$ cat src/rtl/stepper_phase_seq.sv
module stepper_phase_seq #(
  parameter int CLK_HZ      = 50_000_000,
  parameter int RATE_W      = 16,
  parameter bit USE_DIVIDER = 1'b0
) (
  input  logic              clk,
  input  logic              rst,
  input  logic              ena,
  input  logic              dir,
  input  logic [1:0]        mode,
  input  logic              step_in,
  input  logic [RATE_W-1:0] rate_sps,
  output logic [3:0]        coil,
  output logic [2:0]        idx
);

  localparam int ACC_W = $clog2(CLK_HZ) + 1;
  localparam int SUM_W = ((ACC_W > RATE_W) ? ACC_W : RATE_W) + 1;

  localparam logic [1:0] M_VR   = 2'd0;
  localparam logic [1:0] M_WAVE = 2'd1;
  localparam logic [1:0] M_FULL = 2'd2;
  localparam logic [1:0] M_HALF = 2'd3;

  logic [1:0]       mode_q;
  logic             step_q;
  logic [ACC_W-1:0] acc;
  logic             tick;
  logic [2:0]       last;
  logic [3:0]       pat;
  logic [SUM_W-1:0] acc_nxt;

  wire rise_det = step_in & ~step_q;
  wire step_evt = USE_DIVIDER ? tick : rise_det;
  wire mode_chg = (mode != mode_q);

  assign acc_nxt = SUM_W'(acc) + SUM_W'(rate_sps);

  always_ff @(posedge clk) begin
    if (rst) begin
      acc  <= '0;
      tick <= 1'b0;
    end else if (acc_nxt >= SUM_W'(CLK_HZ)) begin
      acc  <= ACC_W'(acc_nxt - SUM_W'(CLK_HZ));
      tick <= 1'b1;
    end else begin
      acc  <= ACC_W'(acc_nxt);
      tick <= 1'b0;
    end
  end

  always_comb begin
    case (mode_q)
      M_VR:    last = 3'd2;
      M_WAVE:  last = 3'd3;
      M_FULL:  last = 3'd3;
      default: last = 3'd7;
    endcase
  end

  always_ff @(posedge clk) begin
    if (rst) begin
      idx    <= '0;
      mode_q <= mode;
      step_q <= 1'b0;
    end else begin
      step_q <= step_in;
      mode_q <= mode;
      if (mode_chg)
        idx <= '0;
      else if (ena && step_evt)
        idx <= dir ? ((idx == 3'd0) ? last : idx - 3'd1)
                   : ((idx == last) ? 3'd0 : idx + 3'd1);
    end
  end

  always_comb begin
    pat = 4'b0000;
    case (mode_q)
      M_VR:   pat = 4'b0001 << idx[1:0];
      M_WAVE: pat = 4'b0001 << idx[1:0];
      M_FULL:
        case (idx[1:0])
          2'd0:    pat = 4'b1001;
          2'd1:    pat = 4'b0011;
          2'd2:    pat = 4'b0110;
          default: pat = 4'b1100;
        endcase
      default:
        if (idx[0])
          pat = (4'b0001 << idx[2:1]) | (4'b0001 << (idx[2:1] + 2'd1));
        else
          pat = 4'b0001 << idx[2:1];
    endcase
  end

  assign coil = ena ? pat : 4'b0000;


  mode_rst_chk: assert property (@(posedge clk) disable iff (rst)
    mode_chg |=> (idx == 3'd0));


  hold_when_off_chk: assert property (@(posedge clk) disable iff (rst)
    (!ena && !mode_chg) |=> $stable(idx));


  single_adv_chk: assert property (@(posedge clk) disable iff (rst)
    (!step_evt && !mode_chg) |=> $stable(idx));


  idx_range_chk: assert property (@(posedge clk) disable iff (rst)
    idx <= last);


  vr_one_chk: assert property (@(posedge clk) disable iff (rst)
    (ena && mode_q == M_VR) |-> ($countones(coil) == 1 && !coil[3]));


  half_alt_chk: assert property (@(posedge clk) disable iff (rst)
    (ena && mode_q == M_HALF) |-> ($countones(coil) == (idx[0] ? 2 : 1)));

endmodule

$ cat config.mk
export PLATFORM = sky130hd
export DESIGN_NAME = stepper_phase_seq
export DESIGN_NICKNAME = d
export VERILOG_FILES = /design/src/rtl/stepper_phase_seq.sv
export SDC_FILE = /design/constraint.sdc
export NUM_CORES = 1
export LEC_CHECK = 0
export BUFFER_PORTS_ARGS = -buffer_cell sky130_fd_sc_hd__buf_2
export CORE_UTILIZATION = 35
export CTS_CLUSTER_SIZE = 40
export DETAILED_ROUTE_END_ITERATION = 10
export GPL_TIMING_DRIVEN = 1
export HOLD_SLACK_MARGIN = 0.02
export PLACE_DENSITY_LB_ADDON = 0.08
export REMOVE_ABC_BUFFERS = 1
export SLEW_MARGIN = 30
export SYNTH_ARGS = -nofsm -noshare
export SYNTH_HDL_FRONTEND = slang
export SYNTH_SLANG_ARGS = --single-unit
$ cat constraint.sdc
create_clock -name clk -period 1.9 [get_ports clk]
set_input_delay 0.19 -clock clk [delete_from_list [all_inputs] [get_ports clk]]
set_output_delay 0.19 -clock clk [all_outputs]
set_load 0.005 [all_outputs]
==> results.py <==
metrics = {
    "timing": {
        "finalSetupViolCount": 0,
        "worst_pin_slew_ns": 0.310,
        "fin_worst_skew_ns": 0.00557,
        "finalCriticalPeriod_ns": 1.80,
        "relSlewSlack_pct": 78.8,
        "hold_viol_final": 0,
        "post-route-period-util_pct": 94.6,
        "setup_slack_ns": 0.103,
        "slew_viol_final": 0,
        "clock.fmax_mhz": 556,
    },
    "clock_network": {
        "cts_buffers": 3,
        "cts_tree": "done",
        "ctsHoldBuffers": 0,
        "cts_buffer_depth": 2,
        "clk_latency_ns": 0.25,
        "root_buffer": "clkbuf_4",
        "clk_pin_slew_ns": 0.05,
        "htreeDepth": 1,
        "postCtsSetupBuffers": 0,
        "clock_sinks": 6,
    },
    "yosys": {
        "yosysSeqAreaShare_pct": 19.7,
        "synth_area_per_cell_sq_um": 8.36,
        "synthTopCellsByArea": "dfxtp_1 20%, ha_1 18%, mux2i_1 4.9%",
        "yosys.area.top_type": "dfxtp_1",
        "synth_most_common_cell": "ha_1",
        "synthFlopType": "dfxtp_1",
        "synth_cells": 73,
        "synth_commonest_cells": "9 x ha_1, 6 x dfxtp_1, 6 x nand2_1",
        "synth-seq-cells": 6,
        "synthArstFlopShare_pct": 0,
        "yosys_warnings": 0,
        "synth-edff-count": 0,
        "yosys.cell_types.count": 30,
        "synth_area_sq_um": 611,
        "synth_top_area_share_pct": 19.7,
    },
    "drt": {
        "vias": 607,
        "wire_per_inst_um": 12.7,
        "totalWireLength_um": 1390,
        "avgViaCountPerCell": 5.57,
        "ant_nets": 0,
        "drtIter0Drc": 10,
        "drt_pass1_iterations": 7,
        "route.detailed.drc": 1,
    },
    "global_routing": {
        "grt-ovfl-total": 0,
        "antenna_found_initial": 0,
        "grt_pass1_vias": 501,
        "grt_first_pass_wirelength_um": 2350,
        "grt_start_max_net_pins": 10,
        "grt_usage_pct": 16.4,
    },
    "floorplan": {
        "initial_utilization_pct": 39.2,
        "fp.dieArea_sq_um": 1920,
        "die_y_um": 43.8,
        "ioPinCount": 30,
        "rows": 14,
        "core_sq_um": 1560,
        "fp.dieW_um": 43.8,
    },
    "worst_setup_path": {
        "cp_data_required_time_ns": 1.71,
        "worstPathArrival_ns": 1.61,
        "critPathKind": "flop to output pin",
        "worst_setup_path_start_kind": "flop",
        "reg2reg_slack_ns": 0.42,
        "r2r_end": "idx[0]",
        "crit_path_start": "idx[0]",
        "path_cells": "inv_1 -> ha_1 -> nor2_1 -> a31oi_1 -> mux2i_1 -> nor2b_1 -> buf_2",
        "reg2reg_from": "idx[0]",
        "endpoint": "coil[1]",
        "worst_setup_path_end_kind": "output pin",
        "crit_slowest_cell": "dfxtp_2",
        "critPathMaxStageDelay_ns": 0.39,
        "worstPathMaxFanout": 7,
        "ff2ff_path_depth": 7,
    },
    "cells_and_area": {
        "ff_latch_area_sq_um": 123,
        "area_delta_synth_final_pct": 21.7,
        "fill_cells": 165,
        "antenna_cells": 0,
        "multi_input_comb_area_sq_um": 449,
        "post_route_cells_drive_above_1_share_pct": 28.0,
        "layout.nets": 127,
        "utilization_pct": 47.7,
    },
    "pwr": {
        "p_per_area_nw_per_um2": 443,
        "p_leak_uw": 0.000327,
        "peakVddDrop_mv": 0.291,
        "p_total_uw": 329,
    },
    "placed_design": {
        "gp_congestion": 0.811,
        "place_ws_ns": 0.265,
        "numPortBuffers": 13,
        "post-dp-hpwl_um": 1070,
    },
    "min_path": {
        "hp-class": "input pin to flop",
    },
    "status": {
        "violations": "DRC",
        "outcome": "finished with violations",
    },
    "job": {
        "cap_violations": 0,
    },
}
per-stage QoR:
step,hold slack [ns],TNS (ns),cell area [sq um],std cells
floorplan,0.218,0,588,71
global placement,0.315,0,718,106
detailed placement,0.318,0,718,106
CTS,0.0592,0,742,109
global route,0.0570,-0.00584,743,109
finish,0.0652,0,743,109
power by group:
part           switching (uW)  internal (uW)
clock network            47.5           71.5
logic                    37.6           36.2
registers                5.27            131
cell usage in the layout (no fill, tap or decap), types with 2 or more instances in the layout:
cell	n
ha_1	9
xor2_1	2
a31oi_1	3
o21ai_0	5
buf_2	13
dfxtp_2	2
nand2_1	6
nor2b_1	4
nor2_1	4
a211oi_1	3
inv_1	4
clkbuf_4	3
mux2i_1	3
a21oi_1	4
buf_4	6
dfxtp_1	4
final cells by class:
class	instances	area share [%]
clock buffer	3	3.03
inverter	5	2.53
multi-input combinational	60	60.4
sequential	6	16.5
tap	16	2.69
timing repair buffer	19	14.8
sequential cells by signal, summed over array words and instances (netlist names):
register / count
idx: 3
step_q: 1
mode_q: 2
worst max-delay path: cells and delay by family, from the launching register on:
family / cells / cell delay [ns]
AOI/OAI and AO/OA: 1 / 0.13
adders and majority gates: 1 / 0.38
buffers and inverters: 2 / 0.23
DFF: 1 / 0.39
muxes: 1 / 0.09
and+or+nand+nor: 2 / 0.16
layer usage:
metal  vias up  global-route usage, %  share of wire [%]
li1        307                      -                  -
met1       284                   23.8                 52
met2        16                   23.6                 42
met3         0                   5.00                5.3
met4         0                   3.75                  0
met5         -                      0                  0
what timing repair did:
item | 4_1_cts | 5_1_grt
pin swaps | 0 | 1
gates resized for setup | 1 | 2
cloned | 0 | 0
endpoints found under the setup margin | 1 | 1
cell families after synthesis:
group           Yosys count  synth area share (%)
mux                       3                  4.92
flops                     6                  19.7
xor+xnor                  3                  4.30
buf+inv                   7                  6.76
simple gates             21                  18.6
fa+ha+maj                 9                  18.4
compound gates           24                  27.3
worst min-delay path by stage:
stage	depth (start not counted)	slack (ns)	endpoint	from
finish	1	0.07	mode_q[0]	mode[0]
global route	1	0.06	mode_q[0]	mode[0]
CTS	1	0.06	mode_q[0]	mode[0]
detailed placement	1	0.32	mode_q[0]	mode[0]
global placement	1	0.32	mode_q[1]	mode[1]
floorplan	0	0.22	mode_q[0]	mode[0]
No activity file was read; power rests on OpenSTA's default activity.
